===== config.mk =====
export PLATFORM = sky130hd
export DESIGN_NAME = dispScan
export DESIGN_NICKNAME = d
export VERILOG_FILES = /design/src/rtl/scanPkg.sv /design/src/rtl/scanCtl.sv /design/src/rtl/scanData.sv /design/src/rtl/dispScan.sv
export SDC_FILE = /design/constraint.sdc
export NUM_CORES = 1
export LEC_CHECK = 0
export ABC_AREA = 0
export ABC_CLOCK_PERIOD_IN_PS = 2500
export BUFFER_PORTS_ARGS = -buffer_cell sky130_fd_sc_hd__buf_2
export CORE_UTILIZATION = 45
export CTS_BUF_LIST = sky130_fd_sc_hd__clkbuf_2 sky130_fd_sc_hd__clkbuf_4 sky130_fd_sc_hd__clkbuf_8
export DETAILED_ROUTE_END_ITERATION = 12
export PLACE_DENSITY = 0.72
export SLEW_MARGIN = 20
export SYNTH_ARGS = -nofsm -noshare
export SYNTH_HDL_FRONTEND = slang
export SYNTH_SLANG_ARGS = --single-unit

===== constraint.sdc =====
create_clock -name clk -period 2.5 [get_ports clk]
set_input_delay 0.25 -clock clk [delete_from_list [all_inputs] [get_ports clk]]
set_output_delay 0.25 -clock clk [all_outputs]
set_load 0.005 [all_outputs]

===== src/rtl/scanPkg.sv =====
package scanPkg;
  localparam int unsigned DIGIT_COUNT = 8;
  localparam int unsigned IDX_W = $clog2(DIGIT_COUNT);

  // Control strobes from timing to datapath
  typedef struct packed {
    logic [IDX_W-1:0] idx;    // digit index of the current slot
    logic             drive;  // inside the drive window of the slot
  } ctlStrobe_t;
endpackage


===== src/rtl/scanCtl.sv =====
module scanCtl
  import scanPkg::*;
#(
  parameter int unsigned SLOT_CYCLES  = 2500,
  parameter int unsigned LEAD_CYCLES  = 40,
  parameter int unsigned BLANK_CYCLES = 60
) (
  input  logic       clk,
  input  logic       rstN,
  output ctlStrobe_t ctl
);
  localparam int unsigned TICK_W = $clog2(SLOT_CYCLES);
  localparam logic [TICK_W-1:0] TICK_LAST = TICK_W'(SLOT_CYCLES - 1);
  localparam logic [TICK_W-1:0] DRIVE_ON  = TICK_W'(LEAD_CYCLES);
  localparam logic [TICK_W-1:0] DRIVE_OFF = TICK_W'(SLOT_CYCLES - BLANK_CYCLES);
  localparam logic [IDX_W-1:0]  IDX_TOP   = IDX_W'(DIGIT_COUNT - 1);

  logic [TICK_W-1:0] tick;
  logic [IDX_W-1:0]  idx;

  always_ff @(posedge clk) begin
    if (!rstN) begin
      tick <= '0;
      idx  <= IDX_TOP;
    end else if (tick == TICK_LAST) begin
      tick <= '0;
      idx  <= (idx == '0) ? IDX_TOP : idx - 1'b1;
    end else begin
      tick <= tick + 1'b1;
    end
  end

  always_comb begin
    ctl.idx   = idx;
    ctl.drive = (tick >= DRIVE_ON) && (tick < DRIVE_OFF);
  end
endmodule


===== src/rtl/scanData.sv =====
module scanData
  import scanPkg::*;
(
  input  logic                     clk,
  input  logic                     rstN,
  input  ctlStrobe_t               ctl,
  input  logic [DIGIT_COUNT*4-1:0] digitsIn,
  input  logic [IDX_W-1:0]         dpPos,
  input  logic                     overflow,
  input  logic                     dispTest,
  input  logic                     dispOff,
  output logic [DIGIT_COUNT-1:0]   strobe,
  output logic [6:0]               seg,
  output logic                     segDp,
  output logic [3:0]               bcdOut,
  output logic [IDX_W-1:0]         digitSel
);
  localparam logic [IDX_W-1:0] IDX_TOP = IDX_W'(DIGIT_COUNT - 1);

  function automatic logic [6:0] toSeg(input logic [3:0] v);
    case (v)
      4'd0: toSeg = 7'h3F;
      4'd1: toSeg = 7'h06;
      4'd2: toSeg = 7'h5B;
      4'd3: toSeg = 7'h4F;
      4'd4: toSeg = 7'h66;
      4'd5: toSeg = 7'h6D;
      4'd6: toSeg = 7'h7D;
      4'd7: toSeg = 7'h07;
      4'd8: toSeg = 7'h7F;
      4'd9: toSeg = 7'h6F;
      default: toSeg = 7'h00;
    endcase
  endfunction

  // zeroFrom[i]: digits i..top are all zero
  logic [DIGIT_COUNT:0] zeroFrom;
  assign zeroFrom[DIGIT_COUNT] = 1'b1;
  for (genvar i = 0; i < DIGIT_COUNT; i++) begin : gZero
    assign zeroFrom[i] = (digitsIn[i*4 +: 4] == 4'd0) && zeroFrom[i+1];
  end

  logic [3:0] curDigit;
  logic       blankNow;
  logic       dpNow;
  logic       lit;
  assign curDigit = digitsIn[ctl.idx*4 +: 4];
  assign blankNow = !overflow && (ctl.idx > dpPos) && zeroFrom[ctl.idx];
  assign dpNow    = (ctl.idx == dpPos) || (overflow && ctl.idx == IDX_TOP);
  assign lit      = ctl.drive && !dispOff;

  always_ff @(posedge clk) begin
    if (!rstN) begin
      strobe   <= '0;
      seg      <= '0;
      segDp    <= 1'b0;
      bcdOut   <= '0;
      digitSel <= IDX_TOP;
    end else begin
      bcdOut   <= curDigit;
      digitSel <= ctl.idx;
      strobe   <= lit ? (DIGIT_COUNT'(1) << ctl.idx) : '0;
      if (!lit) begin
        seg   <= '0;
        segDp <= 1'b0;
      end else if (dispTest) begin
        seg   <= 7'h7F;
        segDp <= 1'b1;
      end else begin
        seg   <= blankNow ? 7'h00 : toSeg(curDigit);
        segDp <= dpNow;
      end
    end
  end
endmodule


===== src/rtl/dispScan.sv =====
module dispScan
  import scanPkg::*;
#(
  parameter int unsigned SLOT_CYCLES  = 2500,
  parameter int unsigned LEAD_CYCLES  = 40,
  parameter int unsigned BLANK_CYCLES = 60
) (
  input  logic        clk,
  input  logic        rstN,
  input  logic [31:0] digitsIn,
  input  logic [2:0]  dpPos,
  input  logic        overflow,
  input  logic        dispTest,
  input  logic        dispOff,
  output logic [7:0]  strobe,
  output logic [6:0]  seg,
  output logic        segDp,
  output logic [3:0]  bcdOut,
  output logic [2:0]  digitSel
);
  ctlStrobe_t ctl;

  scanCtl #(
    .SLOT_CYCLES (SLOT_CYCLES),
    .LEAD_CYCLES (LEAD_CYCLES),
    .BLANK_CYCLES(BLANK_CYCLES)
  ) uCtl (
    .clk (clk),
    .rstN(rstN),
    .ctl (ctl)
  );

  scanData uData (
    .clk     (clk),
    .rstN    (rstN),
    .ctl     (ctl),
    .digitsIn(digitsIn),
    .dpPos   (dpPos),
    .overflow(overflow),
    .dispTest(dispTest),
    .dispOff (dispOff),
    .strobe  (strobe),
    .seg     (seg),
    .segDp   (segDp),
    .bcdOut  (bcdOut),
    .digitSel(digitSel)
  );
endmodule


==> run summary, run 1 <==
Post-synth EDFFs = 0
Worst Setup End Kind = flop
Vias in the first global route = 1603
Main synth FF type = dfxtp_1
Share of layout cells above drive strength 1 = 36.2%
Post-DP HPWL = 3360 um
CTS Buffer Depth = 2
Die height = 69.0 um
Clock Skews = 0.00822 ns
First-pass GRT wire length = 7320 um
Peak supply drop = 0.238 mV
Initial Utilization = 46.7%
Vias/cell = 5.25
WS Path Type = flop to flop
Die area = 0.00476 mm2
DRT iter0 DRCs = 76
DRC errors left = 0
CP cell instances = ha_1 > and3_1 > nor3_1 > o221ai_2 > a211oi_4 > and3b_1
CP Max Fanout = 14
Placed insts = 309
Hold Path End = uData.digitSel[1]
CP startpoint = uCtl.idx[1]
Final hold viol count = 0
First-pass detailed-route iteration total = 4
Reg2Reg Depth = 6
Unrepaired setup endpoints after global routing = false
PwrDens = 464 mW/mm2
Max cap viols = 0
Synth Net Count = 251
Routed WL = 4210 um
Fin nets = 317
Required @ worst endpoint = 2.68 ns
Vias = 1663
IO Port Bufs = 62
Filler cells = 429
RR Startpoint = uCtl.idx[1]
Cell count of the worst hold path = 2
Flop-to-flop setup slack = 0.23 ns
Register area share after synthesis = 37.6%
Total grt overflow = 0
Skew-Pair Late Insertion Delay = 0.29 ns
Critical path data arrival time = 2.45 ns
Syn_area_per_cell = 10.2 um2
Hold_sp = rstN
Period utilization = 90.7%
Yosys warning total = 0
Site row count = 24
IO Pins = 63
Critical path's largest stage delay = 0.69 ns
Clock transition at path regs = 0.08 ns
Post CTS Setup Buffer Count = 0
Worst reg2reg endpoint = uData.seg[4]
Crit start category = flop
Synthesized instance count = 198
Diode count = 0
Post-layout min period = 2.27 ns
Num CTS Buffers = 5
HP Class = primary input to flop
Core area = 0.00432 mm2
Largest net degree at the start of global routing = 15
Maximum clock rate = 441 MHz
Fin. max-slew vios = 0
Yosys reg bits = 38
H-tree levels = 2
DIE WIDTH = 69.0 um
Setup-failing EPs final = 0
CTS tree = done
Unique masters post-synth = 46
Crit-path slowest cell = dfxtp_1
Final non-filler cell total = 317
Leak = 1.17 nW
CTS Sinks = 38
Antenna viol nets, final = 0
GP Congestion = 0.839
Ys async rst share = 0%
Synthesized area = 0.00202 mm2
Status = finished, final reports clean
Setup TNS = 0 ns
DR WL/cell = 13.3 um
Initial antenna violation count = 0
Gr usage total = 18.8%
Slew Limit Headroom = 61.3%
Area delta synth->final = 22.1%
Actual slew at the worst max-slew pin = 0.580 ns
CTS root buffer = clkbuf_8
==> state kept, by name (all words and copies together), names as in the netlist <==
name            cells
uData.bcdOut        4
uData.segDp         1
uData.strobe        8
uData.seg           7
uCtl.idx            3
uData.digitSel      3
uCtl.tick          12
==> cell usage in the layout, fill, tap and decap left out, types with 7 or more instances in the layout <==
cell	n
buf_2	62
dfxtp_1	37
nor2_1	19
and3_1	14
nand2_1	13
ha_1	13
inv_1	8
mux4_2	8
nor3_1	8
nor4_1	7
==> synth_stat cells, types with 2 or more instances <==
library cell | n | area, um2
or4_4 | 2 | 22.5
ha_1 | 13 | 163
xor2_1 | 5 | 43.8
buf_6 | 3 | 33.8
mux4_2 | 8 | 180
mux2i_4 | 2 | 45.0
nand2_1 | 13 | 48.8
and3_1 | 14 | 87.6
nor4_1 | 7 | 43.8
clkbuf_1 | 3 | 11.3
inv_1 | 8 | 30.0
a211oi_1 | 2 | 15.0
nor2b_1 | 3 | 18.8
nor3_1 | 8 | 40.0
nand3_1 | 3 | 15.0
nand2b_1 | 3 | 18.8
o21ai_1 | 4 | 20.0
a21oi_1 | 3 | 15.0
mux2i_1 | 5 | 50.1
o21ai_0 | 2 | 10.0
nor2_1 | 19 | 71.3
dfxtp_1 | 38 | 761
xnor2_1 | 5 | 43.8
and2_1 | 3 | 18.8
==> report_power, final <==
group	total, mW	internal [mW]	leakage [nW]	switching, mW
clock	0.414	0.196	0.0441	0.218
combinational	0.115	0.0597	0.820	0.0552
sequential	0.617	0.612	0.307	0.00443
==> routing by layer <==
metal / vias up / part of all wire, % / wire (um) / global-route usage [%]
met5: - / 0 / 0 / 0
li1: 846 / - / - / -
met1: 759 / 46 / 1960 / 24.4
met2: 50 / 48 / 2040 / 31.1
met4: 0 / 1.0 / 44 / 5.44
met3: 8 / 4.2 / 177 / 4.53
==> worst max-delay path, delay by kind of cell (launching register included) <==
kind            cells  cell delay [ns]
fa+ha+maj           1             0.35
flops               1             0.69
compound gates      2             0.53
simple gates        3             0.59
==> what timing repair did <==
action / in CTS / in global routing
hold buffers: 0 / 0
resized for setup: 0 / 1
setup endpoints to repair: 0 / 5
==> layout make-up <==
cell class / instances / area, um2 / share of cell area (%)
Sequential cell: 38 / 762 / 30.9
Timing Repair Buffer: 66 / 340 / 13.8
Clock inverter: 3 / 21.3 / 0.862
Tap cell: 52 / 65.1 / 2.64
Clock buffer: 5 / 68.8 / 2.79
Inverter: 8 / 30.0 / 1.22
Multi-Input combinational cell: 145 / 1180 / 47.8
==> worst max-delay path by stage <==
stage                              end  slack, ns  depth (start not counted)
final                     uData.seg[4]       0.23                          6
after global routing      uData.seg[4]       0.06                          6
after CTS                 uData.seg[6]       0.12                          6
after detailed placement  uData.seg[6]       0.14                          6
after global placement    uData.seg[6]       0.19                          6
after floorplan           uData.seg[3]       0.27                          7
==> logic make-up after synthesis <==
kind of cell	share of synthesized area [%]
XOR/XNOR	4.33
buffers and inverters	3.96
AO/OA/AOI/OAI	9.23
AND/OR/NAND/NOR	22.4
multiplexers	14.4
adder cells (fa/ha/maj)	8.05
flip-flops	37.6
==> per-stage QoR <==
step / instance area (um2) / hold slack, ns / power, mW / util, % / setup WS, ns
final: 2470 / 0.235 / 1.15 / 57.1 / 0.233
after global placement: 2380 / 0.445 / 0.745 / 54.9 / 0.189
after CTS: 2470 / 0.227 / 1.16 / 57.0 / 0.122
after floorplan: 2020 / 0.365 / 0.693 / - / 0.271
after global routing: 2470 / 0.227 / 1.21 / 57.1 / 0.0625
after detailed placement: 2380 / 0.454 / 0.746 / 54.9 / 0.137
No activity file was read; power rests on OpenSTA's default activity.
==> inputs of run 2 (changes only) <==
--- a/config.mk
+++ b/config.mk
@@ -12,6 +12,7 @@
 export CTS_BUF_LIST = sky130_fd_sc_hd__clkbuf_2 sky130_fd_sc_hd__clkbuf_4 sky130_fd_sc_hd__clkbuf_8
 export DETAILED_ROUTE_END_ITERATION = 12
 export PLACE_DENSITY = 0.72
+export SETUP_SLACK_MARGIN = 0.5
 export SLEW_MARGIN = 20
 export SYNTH_ARGS = -nofsm -noshare
 export SYNTH_HDL_FRONTEND = slang
==> run summary, run 2 (synthesis results as in run 1) <==
Status = finished, final reports clean (unchanged)
Fin. max-slew vios = 0 (unchanged)
CTS tree = done (unchanged)
Cell count of the worst hold path = 2 (unchanged)
HP Class = primary input to flop (unchanged)
Slew Limit Headroom = 71.4% (was 61.3%)
Largest Register = uCtl.tick (unchanged)
Register Area = 769 um2 (was 762 um2)
Vias/cell = 5.24 (was 5.25)
First-pass GRT wire length = 7450 um (was 7320 um)
PwrDens = 504 mW/mm2 (was 464 mW/mm2)
Initial antenna violation count = 0 (unchanged)
Initial Utilization = 46.7% (unchanged)
DIE WIDTH = 69.0 um (unchanged)
DR WL/cell = 13.5 um (was 13.3 um)
DRT iter0 DRCs = 65 (was 76)
Period utilization = 80.9% (was 90.7%)
Final hold viol count = 0 (unchanged)
Commonest non-fill, non-tap cell in the layout = buf_2 (unchanged)
Filler cells = 370 (was 429)
Post-layout min period = 2.02 ns (was 2.27 ns)
Critical path data arrival time = 2.19 ns (was 2.45 ns)
Routed WL = 4510 um (was 4210 um)
Vias in the first global route = 1693 (was 1603)
Area delta synth->final = 35.1% (was 22.1%)
Fin nets = 333 (was 317)
CTS Buffer Depth = 2 (unchanged)
Site row count = 24 (unchanged)
WS Path Type = flop to flop (unchanged)
Die height = 69.0 um (unchanged)
Num CTS Buffers = 5 (unchanged)
CP Max Fanout = 7 (was 14)
Max cap viols = 0 (unchanged)
Clock transition at path regs = 0.08 ns (about the same)
Skew-Pair Late Insertion Delay = 0.29 ns (about the same)
H-tree levels = 2 (unchanged)
IO Pins = 63 (unchanged)
Required @ worst endpoint = 2.67 ns (was 2.68 ns)
Worst Setup End Kind = flop (unchanged)
Power Total = 1.37 mW (was 1.15 mW)
Die area = 0.00476 mm2 (unchanged)
CTS root buffer = clkbuf_8 (unchanged)
Leak = 1.28 nW (was 1.17 nW)
Setup-failing EPs final = 0 (unchanged)
Post-DP HPWL = 3300 um (was 3360 um)
Most frequent cells in the layout = buf_2 (62), dfxtp_1 (35), nor2_1 (18), buf_4 (18), and3_1 (14) (was buf_2 (62), dfxtp_1 (37), nor2_1 (19))
Maximum clock rate = 494 MHz (was 441 MHz)
Peak supply drop = 0.297 mV (was 0.238 mV)
GP Congestion = 0.855 (was 0.839)
Share of layout cells above drive strength 1 = 45.9% (was 36.2%)
Final non-filler cell total = 333 (was 317)
Antenna viol nets, final = 0 (unchanged)
Diode count = 0 (unchanged)
Clock Skews = 0.0127 ns (was 0.00822 ns)
Core area = 0.00432 mm2 (unchanged)
Largest regs = uCtl.tick (12), uData.strobe (8), uData.seg (7) (unchanged)
Largest net degree at the start of global routing = 15 (unchanged)
Unrepaired setup endpoints after global routing = true (was false)
Gr usage total = 19.1% (was 18.8%)
Actual slew at the worst max-slew pin = 0.425 ns (was 0.580 ns)
Placed insts = 306 (was 309)
Setup TNS = 0 ns (unchanged)
DRC errors left = 0 (unchanged)
Crit start category = flop (unchanged)
Final Util = 63.1% (was 57.1%)
Vias = 1746 (was 1663)
Reg2Reg Depth = 6 (unchanged)
CTS Sinks = 38 (unchanged)
IO Port Bufs = 62 (unchanged)
First-pass detailed-route iteration total = 4 (unchanged)
Total grt overflow = 0 (unchanged)
Area of the multi-input gates = 0.00126 mm2 (was 0.00118 mm2)
Number of flip-flops in the largest register = 12 (unchanged)
==> run 2: layout make-up <==
| cell class | instances | area share, % |
|---|---|---|
| multi-input combinational | 145 | 46.0 |
| timing repair buffer | 82 | 17.1 |
| clock buffer | 5 | 2.52 |
| sequential | 38 | 28.2 |
| clock inverter | 3 | 2.52 |
| inverter | 8 | 1.24 |
| tap | 52 | 2.38 |
==> run 2: path summary, 6_finish.rpt <==
path / slack, ns / start / endpoint
max: 0.48 / uCtl.idx[0] / uData.seg[6]
max reg2reg: 0.48 / uCtl.idx[0] / uData.seg[6]
min reg2reg: 0.47 / uCtl.tick[0] / uCtl.tick[0]
min: 0.23 / rstN / uData.digitSel[2]
==> run 2: metal layers <==
| metal | global-route usage [%] | up-vias | routed length [um] |
|---|---|---|---|
| met5 | 0 | - | 0 |
| met4 | 6.12 | 0 | 53 |
| met3 | 3.95 | 6 | 175 |
| met2 | 33.9 | 49 | 2350 |
| met1 | 23.0 | 808 | 1940 |
| li1 | - | 883 | - |
==> run 2: worst max-delay path, cell delays in order, from the launching register on <==
cell      delay, ns
dfxtp_4        0.42
buf_6          0.14
mux4_2         0.51
mux2_4         0.29
or2_4          0.26
a211oi_2       0.22
nor3_2         0.06
==> run 2: report_power, final <==
group          switching [mW]  total, mW  leakage [nW]  internal (mW)
combinational          0.0640      0.137         0.901         0.0732
clock                   0.223      0.623        0.0683          0.400
sequential            0.00432      0.614         0.307          0.610
total                   0.292       1.37          1.28           1.08
==> run 2: what timing repair did <==
action                     in CTS  in global routing
hold buffers                    0                  0
resized for setup               7                 13
setup endpoints to repair       7                  6
buffers inserted               15                  4
pin swaps                       1                  8
==> run 2: per-stage QoR <==
| stage | setup slack [ns] | instance area [um2] | hold WS [ns] |
|---|---|---|---|
| finish | 0.477 | 2730 | 0.227 |
| floorplan | 0.495 | 2040 | 0.365 |
| CTS | 0.474 | 2640 | 0.220 |
| global placement | 0.292 | 2370 | 0.444 |
| detailed placement | 0.240 | 2370 | 0.452 |
| global route | 0.418 | 2730 | 0.221 |
